File: config.mk
export PLATFORM = sky130hd
export DESIGN_NAME = dual_timer
export DESIGN_NICKNAME = d
export VERILOG_FILES = /design/src/rtl/tmr_pkg.sv /design/src/rtl/tmr_decode.sv /design/src/rtl/tmr_channel.sv /design/src/rtl/dual_timer.sv
export SDC_FILE = /design/constraint.sdc
export NUM_CORES = 1
export LEC_CHECK = 0
export BUFFER_PORTS_ARGS = -buffer_cell sky130_fd_sc_hd__buf_2
export CAP_MARGIN = 20
export CELL_PAD_IN_SITES_DETAIL_PLACEMENT = 1
export CELL_PAD_IN_SITES_GLOBAL_PLACEMENT = 2
export CORE_UTILIZATION = 34
export CTS_CLUSTER_DIAMETER = 40
export CTS_CLUSTER_SIZE = 14
export DETAILED_ROUTE_END_ITERATION = 10
export PLACE_DENSITY_LB_ADDON = 0.1
export SLEW_MARGIN = 30
export SYNTH_ARGS = -nofsm -noshare
export SYNTH_HDL_FRONTEND = slang
export SYNTH_HIERARCHICAL = 1
export SYNTH_SLANG_ARGS = --single-unit
File: constraint.sdc
create_clock -name clk -period 3.2 [get_ports clk]
set_input_delay 0.32 -clock clk [delete_from_list [all_inputs] [get_ports clk]]
set_output_delay 0.32 -clock clk [all_outputs]
set_load 0.01 [all_outputs]
File: src/rtl/tmr_pkg.sv
package tmr_pkg;
    localparam int DW = 32;

    // Control word bit positions (software-visible layout)
    localparam int B_MODE = 0;
    localparam int B_DOWN = 1;
    localparam int B_OUTE = 2;
    localparam int B_CAPE = 3;
    localparam int B_ARST = 4;
    localparam int B_PRST = 5;
    localparam int B_IE   = 6;
    localparam int B_RUN  = 7;
    localparam int B_STS  = 8;
    localparam int B_PWM  = 9;
    localparam int B_GALL = 10;

    typedef struct packed {
        logic gall;
        logic pwm;
        logic run;
        logic ie;
        logic prst;
        logic arst;
        logic cape;
        logic oute;
        logic down;
        logic mode;
    } ctl_t;

    typedef enum logic [1:0] {
        SEL_CTL  = 2'd0,
        SEL_RELD = 2'd1,
        SEL_CNT  = 2'd2,
        SEL_NONE = 2'd3
    } reg_sel_e;

    function automatic logic [DW-1:0] pack_ctl(ctl_t c, logic s);
        logic [DW-1:0] w;
        w         = '0;
        w[B_MODE] = c.mode;
        w[B_DOWN] = c.down;
        w[B_OUTE] = c.oute;
        w[B_CAPE] = c.cape;
        w[B_ARST] = c.arst;
        w[B_PRST] = c.prst;
        w[B_IE]   = c.ie;
        w[B_RUN]  = c.run;
        w[B_STS]  = s;
        w[B_PWM]  = c.pwm;
        w[B_GALL] = c.gall;
        return w;
    endfunction

    function automatic ctl_t unpack_ctl(logic [DW-1:0] w);
        ctl_t c;
        c.mode = w[B_MODE];
        c.down = w[B_DOWN];
        c.oute = w[B_OUTE];
        c.cape = w[B_CAPE];
        c.arst = w[B_ARST];
        c.prst = w[B_PRST];
        c.ie   = w[B_IE];
        c.run  = w[B_RUN];
        c.pwm  = w[B_PWM];
        c.gall = w[B_GALL];
        return c;
    endfunction
endpackage

File: src/rtl/tmr_decode.sv
module tmr_decode
    import tmr_pkg::*;
#(
    parameter int NCH    = 2,
    parameter int ADDR_W = 5
) (
    input  logic [ADDR_W-1:0] addr,
    input  logic              wr_en,
    output logic              hit,
    output logic [ADDR_W-5:0] ch,
    output reg_sel_e          sel,
    output logic [NCH-1:0]    wr_ctl,
    output logic [NCH-1:0]    wr_reld
);
    logic lane_ok;

    // word-aligned, mapped channel, mapped word
    assign lane_ok = (addr[1:0] == 2'b00);
    assign ch      = addr[ADDR_W-1:4];
    assign sel     = reg_sel_e'(addr[3:2]);
    assign hit     = lane_ok && (int'(ch) < NCH) && (sel != SEL_NONE);

    for (genvar g = 0; g < NCH; g++) begin : g_wr
        assign wr_ctl[g]  = wr_en && hit && (int'(ch) == g) && (sel == SEL_CTL);
        assign wr_reld[g] = wr_en && hit && (int'(ch) == g) && (sel == SEL_RELD);
    end
endmodule

File: src/rtl/tmr_channel.sv
module tmr_channel
    import tmr_pkg::*;
(
    input  logic          clk,
    input  logic          rst,
    input  logic          wr_ctl,
    input  logic          wr_reld,
    input  logic [DW-1:0] wdata,
    output ctl_t          ctl_o,
    output logic          sts_o,
    output logic [DW-1:0] reld_o,
    output logic [DW-1:0] cnt_o
);
    ctl_t          ctl_q, ctl_n;
    logic          sts_q;
    logic [DW-1:0] reld_q, cnt_q, cnt_n, term;
    logic          active, evt;

    assign term   = ctl_q.down ? '0 : '1;
    assign active = ctl_q.run && !ctl_q.prst;
    assign evt    = active && (cnt_q == term);

    always_comb begin
        ctl_n = wr_ctl ? unpack_ctl(wdata) : ctl_q;
        if (evt && !ctl_q.arst)
            ctl_n.run = 1'b0;               // one-shot stop wins over the write
    end

    always_comb begin
        if (ctl_q.prst)
            cnt_n = reld_q;
        else if (!ctl_q.run)
            cnt_n = cnt_q;
        else if (cnt_q == term)
            cnt_n = ctl_q.arst ? reld_q : cnt_q;
        else if (ctl_q.down)
            cnt_n = cnt_q - 1'b1;
        else
            cnt_n = cnt_q + 1'b1;
    end

    always_ff @(posedge clk) begin
        if (rst) begin
            ctl_q  <= '0;
            sts_q  <= 1'b0;
            reld_q <= '0;
            cnt_q  <= '0;
        end else begin
            ctl_q  <= ctl_n;
            sts_q  <= evt | (sts_q & ~(wr_ctl & wdata[B_STS]));
            cnt_q  <= cnt_n;
            if (wr_reld)
                reld_q <= wdata;
        end
    end

    assign ctl_o  = ctl_q;
    assign sts_o  = sts_q;
    assign reld_o = reld_q;
    assign cnt_o  = cnt_q;


    preset_copy_chk: assert property (@(posedge clk) disable iff (rst)
        ctl_q.prst |=> cnt_q == $past(reld_q));

    halt_hold_chk: assert property (@(posedge clk) disable iff (rst)
        (!ctl_q.run && !ctl_q.prst) |=> $stable(cnt_q));

    down_step_chk: assert property (@(posedge clk) disable iff (rst)
        (active && ctl_q.down && cnt_q != '0) |=> cnt_q == $past(cnt_q) - 1'b1);

    flag_set_chk: assert property (@(posedge clk) disable iff (rst)
        (active && cnt_q == term) |=> sts_q);

    oneshot_stop_chk: assert property (@(posedge clk) disable iff (rst)
        (active && !ctl_q.arst && cnt_q == term) |=> (!ctl_q.run && $stable(cnt_q)));
endmodule

File: src/rtl/dual_timer.sv
module dual_timer
    import tmr_pkg::*;
#(
    parameter int NCH    = 2,
    parameter int ADDR_W = 5
) (
    input  logic              clk,
    input  logic              rst,
    input  logic [ADDR_W-1:0] addr,
    input  logic              wr_en,
    input  logic [DW-1:0]     wr_data,
    output logic [DW-1:0]     rd_data,
    output logic              irq
);
    localparam int CH_W = ADDR_W - 4;

    logic            hit;
    logic [CH_W-1:0] ch;
    reg_sel_e        sel;
    logic [NCH-1:0]  wr_ctl, wr_reld, sts, req;
    ctl_t            ctl_a  [NCH];
    logic [DW-1:0]   reld_a [NCH];
    logic [DW-1:0]   cnt_a  [NCH];

    tmr_decode #(.NCH(NCH), .ADDR_W(ADDR_W)) i_dec (
        .addr    (addr),
        .wr_en   (wr_en),
        .hit     (hit),
        .ch      (ch),
        .sel     (sel),
        .wr_ctl  (wr_ctl),
        .wr_reld (wr_reld)
    );

    for (genvar g = 0; g < NCH; g++) begin : g_ch
        tmr_channel i_chan (
            .clk     (clk),
            .rst     (rst),
            .wr_ctl  (wr_ctl[g]),
            .wr_reld (wr_reld[g]),
            .wdata   (wr_data),
            .ctl_o   (ctl_a[g]),
            .sts_o   (sts[g]),
            .reld_o  (reld_a[g]),
            .cnt_o   (cnt_a[g])
        );
        assign req[g] = sts[g] && ctl_a[g].ie;
    end


    assign irq = |req;


    always_comb begin
        rd_data = '0;
        if (hit) begin
            case (sel)
                SEL_CTL:  rd_data = pack_ctl(ctl_a[ch], sts[ch]);
                SEL_RELD: rd_data = reld_a[ch];
                SEL_CNT:  rd_data = cnt_a[ch];
                default:  rd_data = '0;
            endcase
        end
    end


    irq_needs_flag_chk: assert property (@(posedge clk) disable iff (rst)
        irq |-> (sts != '0));

    upper_zero_chk: assert property (@(posedge clk) disable iff (rst)
        (hit && sel == SEL_CTL) |-> (rd_data[DW-1:B_GALL+1] == '0));
endmodule

; After elaboration in Yosys (flattened, before gate mapping)
; Cells that the tools add are included.
[totals]
elab_cells = 103
reg_bits = 150
[classes]
reduce_logical = 29
n_eq_ne = 7
muxes = 25
order_cmp = 2
addsub = 4
bitwise_logic = 10
[op_table]
columns = cell, count
row1 = 2-to-1 mux 32 bit, 19
row2 = one-hot mux 32 bit (3 select lines), 1
row3 = "adder 32 x 1 -> 32 bit, second input constant", 2
row4 = == test 32 bit, 2
row5 = "subtractor 32 x 1 -> 32 bit, second input constant", 2
row6 = 2-to-1 mux 10 bit, 3
row7 = logical AND 1 bit, 16
row8 = "inequality test 3 x 1 -> 1 bit, second input constant", 2
row9 = OR reduction 2 bit, 3
row10 = bitwise AND 1 bit, 4
row11 = zero test 1 bit, 4
row12 = zero test 2 bit, 2
row13 = AND reduction 2 bit, 2
row14 = nonzero test 2 bit, 2
row15 = NOT 1 bit, 3
row16 = "== test 2 x 1 -> 1 bit, second input constant", 1
row17 = "== test 2 bit, second input constant", 1
row18 = ">= comparator 2 bit, second input constant", 1
row19 = "less-than comparator 1 x 2 -> 1 bit, second input constant", 1
row20 = 2-to-1 mux 1 bit, 2
row21 = "inequality test 2 bit, second input constant", 1
row22 = NOT 1 -> 2 bit, 1
row23 = bitwise OR 1 bit, 2

; Logic depth before layout (Yosys ltp)
; Gate-level depths: netlist of the first run.
[logic_depth]
depth_word = 9
mapped_depth = 12
depth_no_buf = 9

; Hierarchy
; Netlist of the first run, hierarchy kept.
[modules_own_cells]
columns = mod, n_inst, cells_each, seq_area_each_um2, area_per_inst_um2
row1 = tmr_channel at g_ch[1].i_chan, 1, 573, 1501.4, 4703.3
row2 = tmr_channel at g_ch[0].i_chan, 1, 572, 1501.4, 4689.5
row3 = dual_timer, 1, 165, 0.0, 1385.1
row4 = tmr_decode, 1, 10, 0.0, 81.3

; Least setup slack after synthesis of the first run
; OpenSTA, ideal clock, no wires.
[synth_timing]
path_kind = reg-to-reg
start = register g_ch[1].i_chan.ctl_q, in the netlist g_ch[1].i_chan/ctl_o[1]
end = register g_ch[1].i_chan.cnt_q[31]
setup_slack_ps = -20
stages_incl_launch_ff = 11
setup_ps = 133
synth_period_minus_slack_ps = 3220
arrival_time_ps = 3087
required_time_ps = 3067
path_cell_list = dfxtp_1 > ha_1 > buf_4 > a21oi_2 > o211ai_2 > a221oi_4 > nor3_2 > o2111ai_1 > or4b_1 > mux2i_1 > a31oi_1
[synth_between]
elab_chain_len = 5
word_cells_on_any_way = 8
cone_classes = 2 x eq/ne / 5 x mux / 1 x reduce/logical
[synth_rtl]
columns = element, line
row1 = "start, declared", tmr_channel.sv:14  ; ctl_t ctl_q, ctl_n;
row2 = "start signal, assigned", tmr_channel.sv:49  ; ctl_q <= ctl_n;
row3 = 2-to-1 mux 32 bit, tmr_channel.sv:19  ; assign term = ctl_q.down ? '0 : '1;
row4 = == test 32 bit, tmr_channel.sv:34  ; else if (cnt_q == term)
row5 = 2-to-1 mux 32 bit, tmr_channel.sv:34
row6 = 2-to-1 mux 32 bit, tmr_channel.sv:32  ; else if (!ctl_q.run)
row7 = 2-to-1 mux 32 bit, tmr_channel.sv:30  ; if (ctl_q.prst)
row8 = "end signal, assigned", tmr_channel.sv:51  ; cnt_q <= cnt_n;
row9 = "end, declared", tmr_channel.sv:16  ; logic [DW-1:0] reld_q, cnt_q, cnt_n, term;
; Parallel ways exist; a longest one is shown, timed or not. The select of a mux whose other input is x is not followed.
; A chain may end at the register's enable or synchronous reset.

; Worst setup path in the final report of the first run
[layout_timing]
start = register g_ch[0].i_chan.ctl_q, in the netlist g_ch[0].i_chan/ctl_o[1]
end = register g_ch[0].i_chan.cnt_q[29]
[layout_between]
elab_chain_len = 5
word_cells_on_any_way = 8
cone_classes = 2 x eq/ne / 5 x mux / 1 x reduce/logical
[layout_rtl]
columns = element, line
row1 = "start, declared", tmr_channel.sv:14
row2 = "start signal, assigned", tmr_channel.sv:49
row3 = 2-to-1 mux 32 bit, tmr_channel.sv:19
row4 = == test 32 bit, tmr_channel.sv:34
row5 = 2-to-1 mux 32 bit, tmr_channel.sv:34
row6 = 2-to-1 mux 32 bit, tmr_channel.sv:32
row7 = 2-to-1 mux 32 bit, tmr_channel.sv:30
row8 = "end signal, assigned", tmr_channel.sv:51
row9 = "end, declared", tmr_channel.sv:16
; Parallel ways exist; a longest one is shown, timed or not. The select of a mux whose other input is x is not followed.

==> results.toml, run 1 <==
[synth]
syn_inst = 1320
yosys-top-cells-count = "nor2_1 (183), mux2i_1 (161), dfxtp_1 (150), nand2_1 (109), a21oi_1 (74)"
synth_seq_cells = 150
async_flop_share_pct = 0
syn_area_per_cell_um2 = 8.227
synthesis.area_um2 = 10860
synth_edf_count = 0
yosysTopAreaCellShare_pct = 27.65
synth.most_common_cell = "nor2_1"
synth_top_area_cell = "dfxtp_1"
ys_types = 76
synth-seq-area-share_pct = 27.65
synth_nets = 1422
synth-main-ff-cell = "dfxtp_1"
synth_area_leaders = "dfxtp_1 (28%), mux2i_1 (15%), ha_1 (6.9%), nor2_1 (6.3%), nand2_1 (3.8%)"
synth_warnings = 6

[timing]
max_freq_mhz = 329.2
drv_slew = 0
finalCritPeriodShare_pct = 94.93
finalHoldViolations = 0
relSlewSlack_pct = 36.40
finalClockSkew_ns = 0.01060
setup_viol = 0
worst_slew_pin_slew_ns = 0.9540
finalWorstSetupSlack_ns = 0.1622
layout_min_cycle_time_ns = 3.038

[setup_path]
r2r_start = "g_ch[0].i_chan/ctl_o[1]$_SDFFE_PP0P_"
crit_fanout = 10
crit_chain = "buf_4, ha_1, a21oi_1, o211ai_2, a221oi_4, o22ai_1, a31oi_1, o311ai_2, xnor2_1, a311oi_1"
crit_path_max_incr_delay_ns = 0.42
path_buf_inv = 1
slowest_stage = "dfxtp_2"
crit_family = "compound AO/OA/AOI/OAI gates"
worstPathRequired_ns = 3.53
crit_start = "g_ch[0].i_chan/ctl_o[1]$_SDFFE_PP0P_"
path_class = "register to register"
cp.arrival_ns = 3.37
setup.worst_path.end_class = "register"
cp-start-kind = "register"

[pwr]
p_sw_w = 0.001165
switching_share_pct = 27.26
combPwrFrac_pct = 7.8
leakage_nw = 4.830
internal_power_w = 0.003107
finalPower_w = 0.004272
peakVddDrop_mv = 0.3752
p_per_area_nw_per_um2 = 341.0
p_clk_share_pct = 47.3
power_frac_seq_pct = 44.9

[clock_network]
cts.sinks = 150
holdBufCountCts = 0
clock_latency_ns = 0.44
h-tree-depth = 4
cts_made_buffers = 17
path_clk_slew_ns = 0.07
cts.path.max_buffers = 2
root_buffer = "clkbuf_16"
cts_tree = "built"

[detailed_routing]
routedWlPerCell_um = 22.01
dr.pass1.iters = 5
post_drt_via_cell_ratio = 5.626
drc_errors = 0
drt_wl_total_mm = 39.73
vias = 10160
drtIter0Drc = 507
postRouteAntennaNets = 0

[floorplan]
core_area_um2 = 31470
fp.dieH_um = 180.7
die_w_um = 180.7
die-area_um2 = 32660
start_util_pct = 34.50
rows = 65
ios = 73

[place]
io_buffers = 72
dpl.cell_count = 1770
dp_slack_ns = -0.05326
place.gp.congestion = 0.8448
dp_hpwl_mm = 31.15

[finish]
regArea_um2 = 3008
diodes = 0
multiInputGateArea_um2 = 7315
nNetsFinal = 1492
layout.cells.non_filler = 1805
fillCellCount = 3750
area_growth_pct = 15.36
drive_above_1_share_pct = 15.97

[flow_run]
maxCapViolations = 0

[global_route]
grtUsageMet2_pct = 43.09
grt_usage_pct = 24.69
grt_busiest_layer = "met2"
grt_max_degree = 66
grt_pass1_vias = 10480
grt_use_met1_pct = 31.89
grt_overflow = 0
grt_pass1_wl_mm = 62.53
grt_antenna_before_repair = 0
grt.met3_usage_pct = 2.943

[worst_hold_path]
hold_start = "wr_data[22]"
hp-class = "input port to register"

[run_status]
run_status = "finished, final reports clean"
kinds of logic (layout without fill, tap and decap cells):
logic type      Yosys count  count (layout)  share of synthesized area, %
compound gates          331             331                         21.47
mux                     161             161                         14.84
flops                   150             150                         27.65
xor+xnor                 51              51                         4.113
buf+inv                 119             202                         5.531
fa+ha+maj                62              62                         7.282
simple gates            446             446                         19.12
what timing repair did:
action                     in CTS  in global routing
buffers inserted                0                  3
pin swaps                       0                  4
gates cloned                    0                  0
resized for setup               1                 13
setup endpoints to repair       1                 22
power groups by stage:
stage | Combinational [W] | Clock, W | Sequential [W]
finish | 0.000332 | 0.00202 | 0.00192
global route | 0.000362 | 0.00215 | 0.00192
CTS | 0.000332 | 0.00207 | 0.00192
detailed placement | 0.000331 | 0 | 0.00196
global placement | 0.000327 | 0 | 0.00196
floorplan | 0.000219 | 0 | 0.00195
layout make-up:
cell class | count | share of cell area [%]
clock buffer | 18 | 3.426
clock inverter | 14 | 1.129
tap | 402 | 4.015
timing repair buffer | 148 | 8.370
sequential | 150 | 24.01
inverter | 22 | 0.6592
multi-input combinational | 1051 | 58.39
through the flow:
| step | utilization (%) | hold slack [ns] | TNS, ns | cell area [µm²] |
|---|---|---|---|---|
| 2_1_floorplan | - | 0.4480 | 0 | 10860 |
| 5_1_grt | 39.80 | 0.1408 | -0.01546 | 12530 |
| 4_1_cts | 39.63 | 0.1238 | 0 | 12470 |
| 3_5_place_dp | 37.82 | 0.4812 | -0.05326 | 11900 |
| 3_3_place_gp | 37.82 | 0.4682 | -0.03551 | 11900 |
| 6_report | 39.80 | 0.1328 | 0 | 12530 |
worst paths after layout:
path	to	slack (ns)	cells past startpoint
setup / recovery	g_ch[0].i_chan/cnt_o[29]$_SDFFE_PP0P_	0.16	10
hold / removal	g_ch[0].i_chan/reld_o[22]$_SDFFE_PP0P_	0.13	3
setup reg to reg	g_ch[0].i_chan/cnt_o[29]$_SDFFE_PP0P_	0.16	10
hold reg to reg	g_ch[0].i_chan/sts_o$_SDFF_PP0_	0.49	2
flip-flops by register name, summed over array words and instances, names as in the netlist:
name	count
g_ch.i_chan/ctl_o	20
g_ch.i_chan/sts_o	2
g_ch.i_chan/reld_o	64
g_ch.i_chan/cnt_o	64
tightest hold or removal path, cell delays in order:
cell and delay [ns]:
buf_2 0.09, mux2i_1 0.06, nor2_1 0.07
cell usage in the layout, fill, tap and decap left out, types with 8 or more instances in the layout:
cell type,instances
or3_1,8
o221ai_1,12
mux2i_1,161
inv_1,22
o22ai_1,17
nand2_1,109
clkbuf_16,17
nor3_1,20
and2_1,25
buf_4,69
o21ai_1,13
nand3_1,25
and3_1,8
ha_1,59
nand4_1,12
dfxtp_1,148
a31oi_1,13
o21ai_0,41
a21oi_1,74
buf_2,70
a21o_1,25
nor2_1,182
buf_12,9
or2_0,11
a211oi_1,29
a221oi_1,11
a311oi_1,31
o21bai_1,8
xnor2_1,45
layer usage:
| metal | vias to the layer above | wire (µm) |
|---|---|---|
| li1 | 4966 | - |
| met1 | 5018 | 18900 |
| met2 | 138 | 19270 |
| met3 | 33 | 822 |
| met4 | 0 | 748 |
| met5 | - | 0 |
(Power assumes the default switching activity.)
==> run 2, diff against run 1 <==
--- a/constraint.sdc
+++ b/constraint.sdc
@@ -3,2 +3,2 @@
 set_output_delay 0.32 -clock clk [all_outputs]
-set_load 0.01 [all_outputs]
+set_load 0.1 [all_outputs]
==> results.toml, run 2 (synthesis gave the netlist of run 1 again) <==
[floorplan]
die-area_um2 = 32660
fp.dieH_um = 180.7
start_util_pct = 34.50
core_area_um2 = 31470
die_w_um = 180.7
ios = 73
rows = 65

[pwr]
leakage_nw = 4.824
peakVddDrop_mv = 0.3743
finalPower_w = 0.004281
p_per_area_nw_per_um2 = 338.0

[finish]
mostFrequentLayoutCells = "nor2_1 (182), mux2i_1 (161), dfxtp_1 (148), nand2_1 (109), a21oi_1 (73)"
area_growth_pct = 16.65
mostFrequentLayoutCell = "nor2_1"
diodes = 0
utilization_pct = 40.25
nNetsFinal = 1490
fillCellCount = 3789
drive_above_1_share_pct = 15.86

[timing]
hold_slack_ns = 0.1379
finalWorstSetupSlack_ns = 0.1578
setup_viol = 0
rsz0062_at_grt = "yes"
finalCritPeriodShare_pct = 95.07
finalClockSkew_ns = 0.009239
drv_slew = 0
worst_slew_pin_slew_ns = 0.8776
relSlewSlack_pct = 41.49
finalHoldViolations = 0
max_freq_mhz = 328.7
layout_min_cycle_time_ns = 3.042

[global_route]
grt_max_degree = 54
grt_overflow = 0
grt_usage_pct = 24.95
grt_pass1_wl_mm = 62.49
grt_pass1_vias = 10440
grt_antenna_before_repair = 0

[setup_path]
crit_fanout = 16
worstPathRequired_ns = 3.50
cp-start-kind = "register"
setup.worst_path.end_class = "register"
cp.arrival_ns = 3.34
path_class = "register to register"

[detailed_routing]
vias = 10090
post_drt_via_cell_ratio = 5.598
drc_errors = 0
drtIter0Drc = 478
routedWlPerCell_um = 22.31
dr.pass1.iters = 4
drt_wl_total_mm = 40.21
postRouteAntennaNets = 0

[worst_hold_path]
hp-class = "input port to register"

[clock_network]
root_buffer = "clkbuf_16"
cts_tree = "built"
path_clk_slew_ns = 0.07
holdBufCountCts = 0
clock_latency_ns = 0.44
cts.sinks = 150
cts.path.max_buffers = 2
h-tree-depth = 4
cts_made_buffers = 17

[flow_run]
maxCapViolations = 0

[place]
dp_hpwl_mm = 31.75
io_buffers = 72
dp_slack_ns = 0.1080
place.gp.congestion = 0.8500

[run_status]
run_status = "finished, final reports clean"
[run 2: cell count changes in the layout (fill, tap and decap cells not counted), sizes merged]
cell	previous run	this run
clkinvlp	4	3
buf	148	146
inv	29	30
clkbuf	18	17
[run 2: final timing paths]
check | start | to | slack, ns | cells after the start
worst max-delay path | g_ch[0].i_chan/ctl_o[1]$_SDFFE_PP0P_ | g_ch[0].i_chan/cnt_o[3]$_SDFFE_PP0P_ | 0.16 | 10
worst min-delay path | wr_data[20] | g_ch[0].i_chan/reld_o[20]$_SDFFE_PP0P_ | 0.14 | 3
worst min register to register | g_ch[1].i_chan/ctl_o[8]$_SDFFE_PP0P_ | g_ch[1].i_chan/ctl_o[8]$_SDFFE_PP0P_ | 0.49 | 2
worst max register to register | g_ch[0].i_chan/ctl_o[1]$_SDFFE_PP0P_ | g_ch[0].i_chan/cnt_o[3]$_SDFFE_PP0P_ | 0.16 | 10
[run 2: metrics by stage]
stage / cells / setup TNS, ns / instance area, µm²
5_1_grt: 1802 / -0.02442 / 12670
2_1_floorplan: 1320 / 0 / 10870
4_1_cts: 1801 / 0 / 12640
6_report: 1802 / 0 / 12670
3_3_place_gp: 1770 / 0 / 12070
3_5_place_dp: 1770 / 0 / 12070
[run 2: power breakdown]
group | switching (W) | total, W | internal [W]
clock network | 0.000933 | 0.00202 | 0.00109
logic | 0.000212 | 0.000337 | 0.000125
registers | 0.0000342 | 0.00192 | 0.00189
[run 2: repair_timing]
action                                 CTS  global route
endpoints found under the hold margin    0             0
resized for setup                        0            11
setup endpoints to repair                0            29
buffers inserted                         0             1
[run 2: critical path, cell delays in order (launching register included)]
cell and delay (ns):
dfxtp_4 0.40, buf_4 0.19, ha_1 0.45, nand3_1 0.19, nor4_1 0.29, nand4_1 0.30
nand2b_2 0.41, buf_4 0.30, nor2_1 0.09, a211oi_1 0.22, nor3_1 0.06
[run 2: cell type report]
class | count | area, µm² | share of cell area (%)
sequential | 150 | 3010 | 23.77
clock inverter | 14 | 141.4 | 1.116
inverter | 22 | 82.58 | 0.6519
tap | 402 | 503.0 | 3.971
multi-input combinational | 1051 | 7311 | 57.71
clock buffer | 17 | 425.4 | 3.358
timing repair buffer | 146 | 1194 | 9.423
[run 2: per-layer routing]
metal,share of wire [%],vias up,GRT usage (%)
met1,47,4893,32.16
met2,48,182,42.70
met5,0,-,0
met4,3.2,0,8.923
met3,2.2,55,2.903
li1,-,4957,-
